==> src/rtl/zcpi_pkg.sv <==
package zcpi_pkg;
  typedef logic signed [63:0] acc_t;

  function automatic acc_t clamp_acc(input acc_t x, input acc_t lo, input acc_t hi);
    acc_t r;
    if (x > hi)      r = hi;
    else if (x < lo) r = lo;
    else             r = x;
    return r;
  endfunction
endpackage

==> src/rtl/zc_detect.sv <==
module zc_detect #(
  parameter int DEB = 4
) (
  input  logic clk,
  input  logic rst,
  input  logic neg_i,
  output logic zc_o
);
  localparam int CW = $clog2(DEB + 1);
  localparam logic [CW-1:0] LAST = CW'(DEB - 1);

  logic          level_q;
  logic [CW-1:0] run_q;

  always_ff @(posedge clk) begin
    if (rst) begin
      level_q <= 1'b0;
      run_q   <= '0;
      zc_o    <= 1'b0;
    end else begin
      zc_o <= 1'b0;
      if (neg_i == level_q) begin
        run_q <= '0;
      end else if (run_q == LAST) begin
        level_q <= neg_i;
        run_q   <= '0;
        zc_o    <= level_q & ~neg_i;
      end else begin
        run_q <= run_q + 1'b1;
      end
    end
  end

  // an accepted crossing is always preceded by a positive sample
  p_zc_after_pos_r2: assert property (@(posedge clk) disable iff (rst)
    zc_o |-> !$past(neg_i));
  // a crossing pulse lasts one cycle
  p_zc_single_r2: assert property (@(posedge clk) disable iff (rst)
    zc_o |=> !zc_o);
endmodule

==> src/rtl/pi_core.sv <==
module pi_core #(
  parameter int VW   = 12,
  parameter int GW   = 16,
  parameter int AW   = 12,
  parameter int FRAC = 8
) (
  input  logic          clk,
  input  logic          rst,
  input  logic          sample_i,
  input  logic [VW-1:0] vdc_i,
  input  logic [VW-1:0] vset_i,
  input  logic [GW-1:0] kp_i,
  input  logic [GW-1:0] ki_i,
  input  logic [AW-1:0] amin_i,
  input  logic [AW-1:0] amax_i,
  output logic [AW-1:0] amp_o,
  output logic          valid_o
);
  import zcpi_pkg::*;

  acc_t integ_q;
  acc_t err, kpx, kix, lo_a, hi_a, lo_i, hi_i;
  acc_t i_sum, i_lim, i_next, u, amp_w;
  logic freeze;

  always_comb begin
    err    = acc_t'(vset_i) - acc_t'(vdc_i);
    kpx    = acc_t'(kp_i);
    kix    = acc_t'(ki_i);
    lo_a   = acc_t'(amin_i);
    hi_a   = acc_t'(amax_i);
    lo_i   = lo_a <<< FRAC;
    hi_i   = hi_a <<< FRAC;
    i_sum  = integ_q + kix * err;
    i_lim  = clamp_acc(i_sum, lo_i, hi_i);
    freeze = ((amp_o == amax_i) && (err > 0)) || ((amp_o == amin_i) && (err < 0));
    i_next = freeze ? integ_q : i_lim;
    u      = (kpx * err + i_next) >>> FRAC;
    amp_w  = clamp_acc(u, lo_a, hi_a);
  end

  always_ff @(posedge clk) begin
    if (rst) begin
      amp_o   <= '0;
      integ_q <= '0;
      valid_o <= 1'b0;
    end else begin
      valid_o <= sample_i;
      if (sample_i) begin
        amp_o   <= amp_w[AW-1:0];
        integ_q <= i_next;
      end
    end
  end

  // amplitude holds unless a crossing strobe was present
  p_amp_hold_r4: assert property (@(posedge clk) disable iff (rst)
    !sample_i |=> $stable(amp_o));
  // the strobe only follows a crossing pulse
  p_valid_src_r5: assert property (@(posedge clk) disable iff (rst)
    valid_o |-> $past(sample_i));
  // a fresh amplitude lies within stable limits
  p_amp_range_r6: assert property (@(posedge clk) disable iff (rst)
    (valid_o && $stable(amin_i) && $stable(amax_i) && amin_i <= amax_i)
      |-> (amp_o >= amin_i && amp_o <= amax_i));
  // integrator frozen while pushing into a saturated limit
  p_windup_r7: assert property (@(posedge clk) disable iff (rst)
    (sample_i && (((amp_o == amax_i) && (err > 0)) || ((amp_o == amin_i) && (err < 0))))
      |=> $stable(integ_q));
  // integrator stays inside its scaled limits
  p_integ_range_r8: assert property (@(posedge clk) disable iff (rst)
    (valid_o && $stable(amin_i) && $stable(amax_i) && amin_i <= amax_i)
      |-> (integ_q >= lo_i && integ_q <= hi_i));
endmodule

==> src/rtl/zc_sampled_pi_reg.sv <==
module zc_sampled_pi_reg #(
  parameter int NPH  = 3,
  parameter int DEB  = 4,
  parameter int VW   = 12,
  parameter int GW   = 16,
  parameter int AW   = 12,
  parameter int FRAC = 8,
  localparam int SELW = (NPH > 1) ? $clog2(NPH) : 1
) (
  input  logic            clk,
  input  logic            rst,
  input  logic [NPH-1:0]  v_neg,
  input  logic [SELW-1:0] ref_sel,
  input  logic [VW-1:0]   vdc,
  input  logic [VW-1:0]   vset,
  input  logic [GW-1:0]   kp,
  input  logic [GW-1:0]   ki,
  input  logic [AW-1:0]   amin,
  input  logic [AW-1:0]   amax,
  output logic [AW-1:0]   amp_o,
  output logic            amp_valid_o
);
  logic sel_neg;
  logic zc_pulse;

  always_comb begin
    if ({1'b0, ref_sel} < (SELW + 1)'(NPH)) sel_neg = v_neg[ref_sel];
    else                                    sel_neg = v_neg[0];
  end

  zc_detect #(.DEB(DEB)) u_zc (
    .clk  (clk),
    .rst  (rst),
    .neg_i(sel_neg),
    .zc_o (zc_pulse)
  );

  pi_core #(.VW(VW), .GW(GW), .AW(AW), .FRAC(FRAC)) u_pi (
    .clk     (clk),
    .rst     (rst),
    .sample_i(zc_pulse),
    .vdc_i   (vdc),
    .vset_i  (vset),
    .kp_i    (kp),
    .ki_i    (ki),
    .amin_i  (amin),
    .amax_i  (amax),
    .amp_o   (amp_o),
    .valid_o (amp_valid_o)
  );

  // strobes never come back to back
  p_strobe_single_r5: assert property (@(posedge clk) disable iff (rst)
    amp_valid_o |=> !amp_valid_o);
endmodule

==> config.mk <==
export PLATFORM = sky130hd
export DESIGN_NAME = zc_sampled_pi_reg
export DESIGN_NICKNAME = d
export VERILOG_FILES = /design/src/rtl/zcpi_pkg.sv /design/src/rtl/zc_detect.sv /design/src/rtl/pi_core.sv /design/src/rtl/zc_sampled_pi_reg.sv
export SDC_FILE = /design/constraint.sdc
export NUM_CORES = 2
export LEC_CHECK = 0
export BUFFER_PORTS_ARGS = -buffer_cell sky130_fd_sc_hd__buf_2
export CORE_ASPECT_RATIO = 0.5
export CORE_MARGIN = 2
export CORE_UTILIZATION = 65
export DETAILED_ROUTE_END_ITERATION = 8
export GPL_TIMING_DRIVEN = 0
export PLACE_DENSITY = 0.8
export SETUP_SLACK_MARGIN = 0.02
export SYNTH_ARGS = -nofsm -noshare
export SYNTH_HDL_FRONTEND = slang
export SYNTH_SLANG_ARGS = --single-unit
==> constraint.sdc <==
create_clock -name clk -period 38.5 [get_ports clk]
set_clock_uncertainty 0.15 [all_clocks]
set_input_delay 9.625 -clock clk [delete_from_list [all_inputs] [get_ports clk]]
set_output_delay 9.625 -clock clk [all_outputs]
set_load 0.05 [all_outputs]
# After elaboration in Yosys (flattened, before gate mapping)
# Index checks and enable logic that the tools add are counted.
# word_totals
memories	0
ff_bits	82
rom_bits	0
word_cells	42
inputBits	87
latchBits	0
out_inout_bits	13
mem_bits_rw	0
# op_classes
n_lt_le_gt_ge	8
eq_ne	4
bitwise_logic	4
n_div	0
muxes	8
multipliers	2
add_sub_neg	4
n_shift	0
n_reduce_logical	6
# op_table
cell	count
2-to-1 mux 64 bit	3
adder 64 bit	2
multiplier 17 x 64 -> 64 bit	2
> comparator 64 x 1 -> 1 bit (second input constant)	1
> comparator 64 x 21 -> 1 bit	1
less-than comparator 64 x 1 -> 1 bit (second input constant)	1
less-than comparator 64 x 21 -> 1 bit	1
> comparator 56 x 13 -> 1 bit	1
less-than comparator 56 x 13 -> 1 bit	1
equality test 12 bit	2
2-to-1 mux 12 bit	2
subtractor 12 x 12 -> 13 bit	1
OR reduction 3 bit	2
adder 3 x 1 -> 3 bit (second input constant)	1
equality test 3 x 2 -> 1 bit (second input constant)	1
less-than comparator 2 x 3 -> 1 bit (second input constant)	1
NOT 1 bit	3
binary-select mux 1 bit (select 2 bit)	1
logical AND 1 bit	2
less-than comparator 2 bit (second input constant)	1
2-to-1 mux 1 bit	2
AND reduction 2 bit	1
bitwise AND 1 bit	1
equality test 1 bit	1
logical OR 1 bit	1

# Depth between registers and ports, before layout
# logic_depth
depth_word	11
ltp_mapped	78
depth_no_buf	74

# Modules after synthesis
# From an unflattened synthesis, not the netlist that was laid out.
# unflattened
hier_cells	3861
area_unflattened_um2	31056.0
# modules_own_cells
module	n_inst	area_per_inst_um2	cells_each	seq_area_each_um2
pi_core	1	30814.6	3838	1541.5
zc_detect	1	206.4	18	100.1
zc_sampled_pi_reg	1	35.0	5	0.0

# Worst setup path before layout
# No wires, ideal clock.
# synth_path
path_kind	input to register
from	input port vdc[2]
to	register u_pi.amp_o[1]
required_time_ns	38.211
setup_slack_ns	8.894
n_path_buf	6
cell_stages	69
setup_time_ns	0.139
t_arrival_ns	29.317
path_cell_list	inv_1 -> ha_1 -> nor2b_1 -> o31a_1 -> o2111a_1 -> o21a_1 -> nor2_1 -> inv_1 -> clkbuf_1 -> nor2_1 -> fa_1 -> fa_1 -> fa_1 -> fa_1 -> fa_1 -> inv_1 -> fa_1 -> inv_1 -> (+33 left out) -> a21o_1 -> a21oi_1 -> o21ai_0 -> a221oi_1 -> nor2_1 -> or2_2 -> nor2_1 -> o21ai_0 -> a2111o_1 -> a21oi_1 -> o211ai_1 -> nor4_1 -> nand4_1 -> or4_4 -> o31ai_2 -> clkbuf_1 -> or3_1 -> o221ai_1
# synth_between
elab_chain_len	11
word_cells_on_any_way	19
cone_classes	3 x add/sub; 2 x mul; 6 x order compare; 5 x mux; 3 x reduce/logical
# synth_rtl
item	line_no	text
start, declared	zc_sampled_pi_reg.sv:14	input logic [VW-1:0] vdc,
subtractor 12 x 12 -> 13 bit (*)	pi_core.sv:27	err = acc_t'(vset_i) - acc_t'(vdc_i);
multiplier 17 x 64 -> 64 bit	pi_core.sv:34	i_sum = integ_q + kix * err;
adder 64 bit	pi_core.sv:34	
less-than comparator 64 x 21 -> 1 bit	zcpi_pkg.sv:7	else if (x < lo) r = lo;
2-to-1 mux 64 bit	zcpi_pkg.sv:7	
2-to-1 mux 64 bit	zcpi_pkg.sv:6	if (x > hi) r = hi;
2-to-1 mux 64 bit	pi_core.sv:37	i_next = freeze ? integ_q : i_lim;
adder 64 bit (*)	pi_core.sv:38	u = (kpx * err + i_next) >>> FRAC;
less-than comparator 56 x 13 -> 1 bit	zcpi_pkg.sv:7	
2-to-1 mux 12 bit	zcpi_pkg.sv:7	
2-to-1 mux 12 bit (*)	zcpi_pkg.sv:6	
end signal, assigned	pi_core.sv:50	amp_o <= amp_w[AW-1:0];
end, declared	pi_core.sv:16	output logic [AW-1:0] amp_o,
# Every way passes the cells marked *; elsewhere a longest branch is shown, timed or not.
# A chain may end at the register's enable or synchronous reset.

# Worst setup path in the final report
# layout_path
from	input port vset[0]
to	register u_pi.amp_o[6]
# layout_between
elab_chain_len	11
word_cells_on_any_way	19
cone_classes	3 x add/sub; 2 x mul; 6 x order compare; 5 x mux; 3 x reduce/logical
# layout_rtl
item	line_no	text
start, declared	zc_sampled_pi_reg.sv:15	input logic [VW-1:0] vset,
subtractor 12 x 12 -> 13 bit (*)	pi_core.sv:27	
multiplier 17 x 64 -> 64 bit	pi_core.sv:34	
adder 64 bit	pi_core.sv:34	
less-than comparator 64 x 21 -> 1 bit	zcpi_pkg.sv:7	
2-to-1 mux 64 bit	zcpi_pkg.sv:7	
2-to-1 mux 64 bit	zcpi_pkg.sv:6	
2-to-1 mux 64 bit	pi_core.sv:37	
adder 64 bit (*)	pi_core.sv:38	
less-than comparator 56 x 13 -> 1 bit	zcpi_pkg.sv:7	
2-to-1 mux 12 bit	zcpi_pkg.sv:7	
2-to-1 mux 12 bit (*)	zcpi_pkg.sv:6	
# Marked as above.

==> out/qor.csv <==
metric,value,unit
met1_length,49.5,mm
routed-wl-met3,21.1,mm
setup_tns,0,ns
cts.htree.levels,3,
root_buffer,clkbuf_16,
routed-wl-met2,49.4,mm
grt_pass1_vias,31941,
grt_pass1_wl,192,mm
top_layer_used,met5,
ys_seq_area_share,5.08,%
crit_path_start_kind,primary input,
worstHoldPathType,reg -> reg,
die_x,319,µm
crit_required,38.58,ns
arrival,33.00,ns
grt_max_degree,37,
viasPerCell,6.87,
drt_pre_antenna_iters,9,
startpoint,vset[0],
grt.total_usage,49.0,%
yosysWarnings,0,
wire_per_inst,26.3,µm
outcome,"complete, but fails checks",
path_clk_slew,0.07,ns
dieArea,0.0516,mm²
drive_above_1_share,5.06,%
place_hpwl,107,mm
syn_to_final_growth,5.29,%
rows,57,
ios,100,
nets,5154,
gp_congestion,1.07,
routed_wl,127,mm
post-route-period-util,85.5,%
slowest_stage,a2111oi_0,
yosysTopAreaCell,fa_1,
worst_pin_slew,1.46,ns
cts_setup_buffers,0,
slew_viol_final,0,
synth_top_area_share,22.3,%
clock.fmax,30.4,MHz
violations,"DRC, capacitance limit",
cap_violations,1,
cts_sinks,82,
start_util,66.2,%
rsz0062_at_grt,no,
die_h,162,µm
insertion_delay,0.38,ns
first_iter_violations,4736,
cts_hold_buf,0,
min_from,u_zc.run_q[0],
min_period,32.92,ns
endpoint_kind,flip-flop,
overflow,0,
cts_buffers,9,
ys_ff_latch,82,
synth_area,0.0323,mm²
ys_top_cells_by_area,"fa_1 (22%), ha_1 (21%), inv_1 (6.1%), nand2_1 (5.2%), dfxtp_1 (5.1%)",
syn-instance-count,4058,
cp_top_family,adder cells,
relSlewSlack,1.57,%
r2r_slack,17.80,ns
antenna_found_initial,4,
core-area,0.0488,mm²
portBuffers,99,
cts_tree,done,
criticalPathCategory,in -> reg,
ys.flop_type,dfxtp_1,
max_stage_delay,1.02,ns
synth_area_per_cell,7.96,µm²
ctsLongestPathBuffers,2,
drc,2,
final_antenna_net_count,0,
ctsResizeCount,0,
setup_viol,0,
cp_common_cell,fa_1,
rr_startpoint,u_pi.integ_q[12],
synth_nets,5042,
synth_edf_count,0,
cp_num_buf_inv,16,
async_reset_ff_share,0,%
finalHoldViolations,0,
vias,33142,
ys_types,103,
crit_fanout,18,
## cell usage after synthesis, drive strengths merged (14+ instances only)
| cell type | number |
|---|---|
| nand3 | 57 |
| o31ai | 15 |
| or3 | 52 |
| nor2 | 208 |
| xnor2 | 58 |
| o21bai | 31 |
| dfxtp | 82 |
| nand4 | 80 |
| a21o | 85 |
| a21oi | 244 |
| nor4 | 33 |
| a22o | 40 |
| o21a | 39 |
| mux2i | 53 |
| a31oi | 21 |
| nor2b | 56 |
| ha | 537 |
| a21boi | 14 |
| o211ai | 16 |
| clkbuf | 164 |
| o221ai | 16 |
| o21ai | 166 |
| inv | 523 |
| a211oi | 29 |
| nand2 | 448 |
| or2 | 19 |
| nand2b | 97 |
| xor2 | 43 |
| fa | 360 |
| buf | 41 |
| and3 | 32 |
| and2 | 146 |
| nor3 | 70 |
## logic make-up after synthesis
| logic type | count (synthesis) | synth area share, % |
|---|---|---|
| adder cells (fa/ha/maj) | 897 | 43.1 |
| buffers and inverters | 728 | 8.65 |
| AND/OR/NAND/NOR | 1343 | 21.0 |
| flip-flops | 82 | 5.08 |
| multiplexers | 63 | 2.00 |
| AO/OA/AOI/OAI | 844 | 17.4 |
| XOR/XNOR | 101 | 2.74 |
## worst paths after layout
path	depth (start not counted)	endpoint
hold reg to reg	1	u_zc.run_q[0]
setup / recovery	71	u_pi.amp_o[6]
setup reg to reg	59	u_pi.amp_o[6]
hold / removal	1	u_zc.run_q[0]
## metal layers
layer	track usage, %	vias to the layer above
met5	0.556	-
met4	21.1	4
met3	19.3	553
met2	68.2	2722
met1	67.0	15743
li1	-	14120
## layout by cell type (no fill, tap or decap), types with 53 or more instances in the layout
master / count
nor2_1: 206
o21ai_0: 146
nand2b_1: 97
nand3_1: 57
clkbuf_1: 163
and2_1: 146
fa_1: 360
inv_1: 523
nor3_1: 68
nor2b_1: 55
a21oi_1: 244
nand2_1: 447
mux2i_1: 53
dfxtp_1: 82
buf_2: 134
ha_1: 537
xnor2_1: 58
a21o_1: 85
nand4_1: 80
## state kept, by name (all words and copies together) (netlist names)
register / flops
u_zc.run_q: 3
u_pi.valid_o: 1
u_zc.level_q: 1
u_zc.zc_o: 1
u_pi.integ_q: 64
u_pi.amp_o: 12
## worst reg2reg max path, delay by kind of cell, from the launching register on
kind	cells	cell delay (ns)
flops	1	0.47
fa+ha+maj	15	6.77
simple gates	14	5.16
mux	2	0.67
compound gates	16	4.84
buf+inv	12	2.49
## metrics by stage
| stage | hold slack [ns] | std cells | util (%) | setup WS [ns] | cell area (µm²) |
|---|---|---|---|---|---|
| after floorplan | 0.258 | 4058 | - | 8.89 | 32300 |
| after global routing | 0.308 | 4824 | 69.7 | 5.38 | 34000 |
| after global placement | 0.265 | 4806 | 68.9 | 1.78 | 33600 |
| after detailed placement | 0.276 | 4808 | 69.0 | 6.42 | 33700 |
| final | 0.293 | 4826 | 69.7 | 5.58 | 34000 |
| after CTS | 0.286 | 4822 | 69.7 | 6.75 | 34000 |
## final cells by class
cell class,count,area (µm²)
Timing Repair Buffer,101,543
Tap cell,649,812
Clock buffer,9,225
Inverter,523,1960
Antenna cell,4,10.0
Buffer,205,830
Fill cell,3742,14800
Clock inverter,5,104
Multi-Input combinational cell,3248,27900
Sequential cell,82,1640
Power is left out: the tool's default activity adds up to more than one toggle a clock period on the data nets, which glitch-free logic cannot reach.
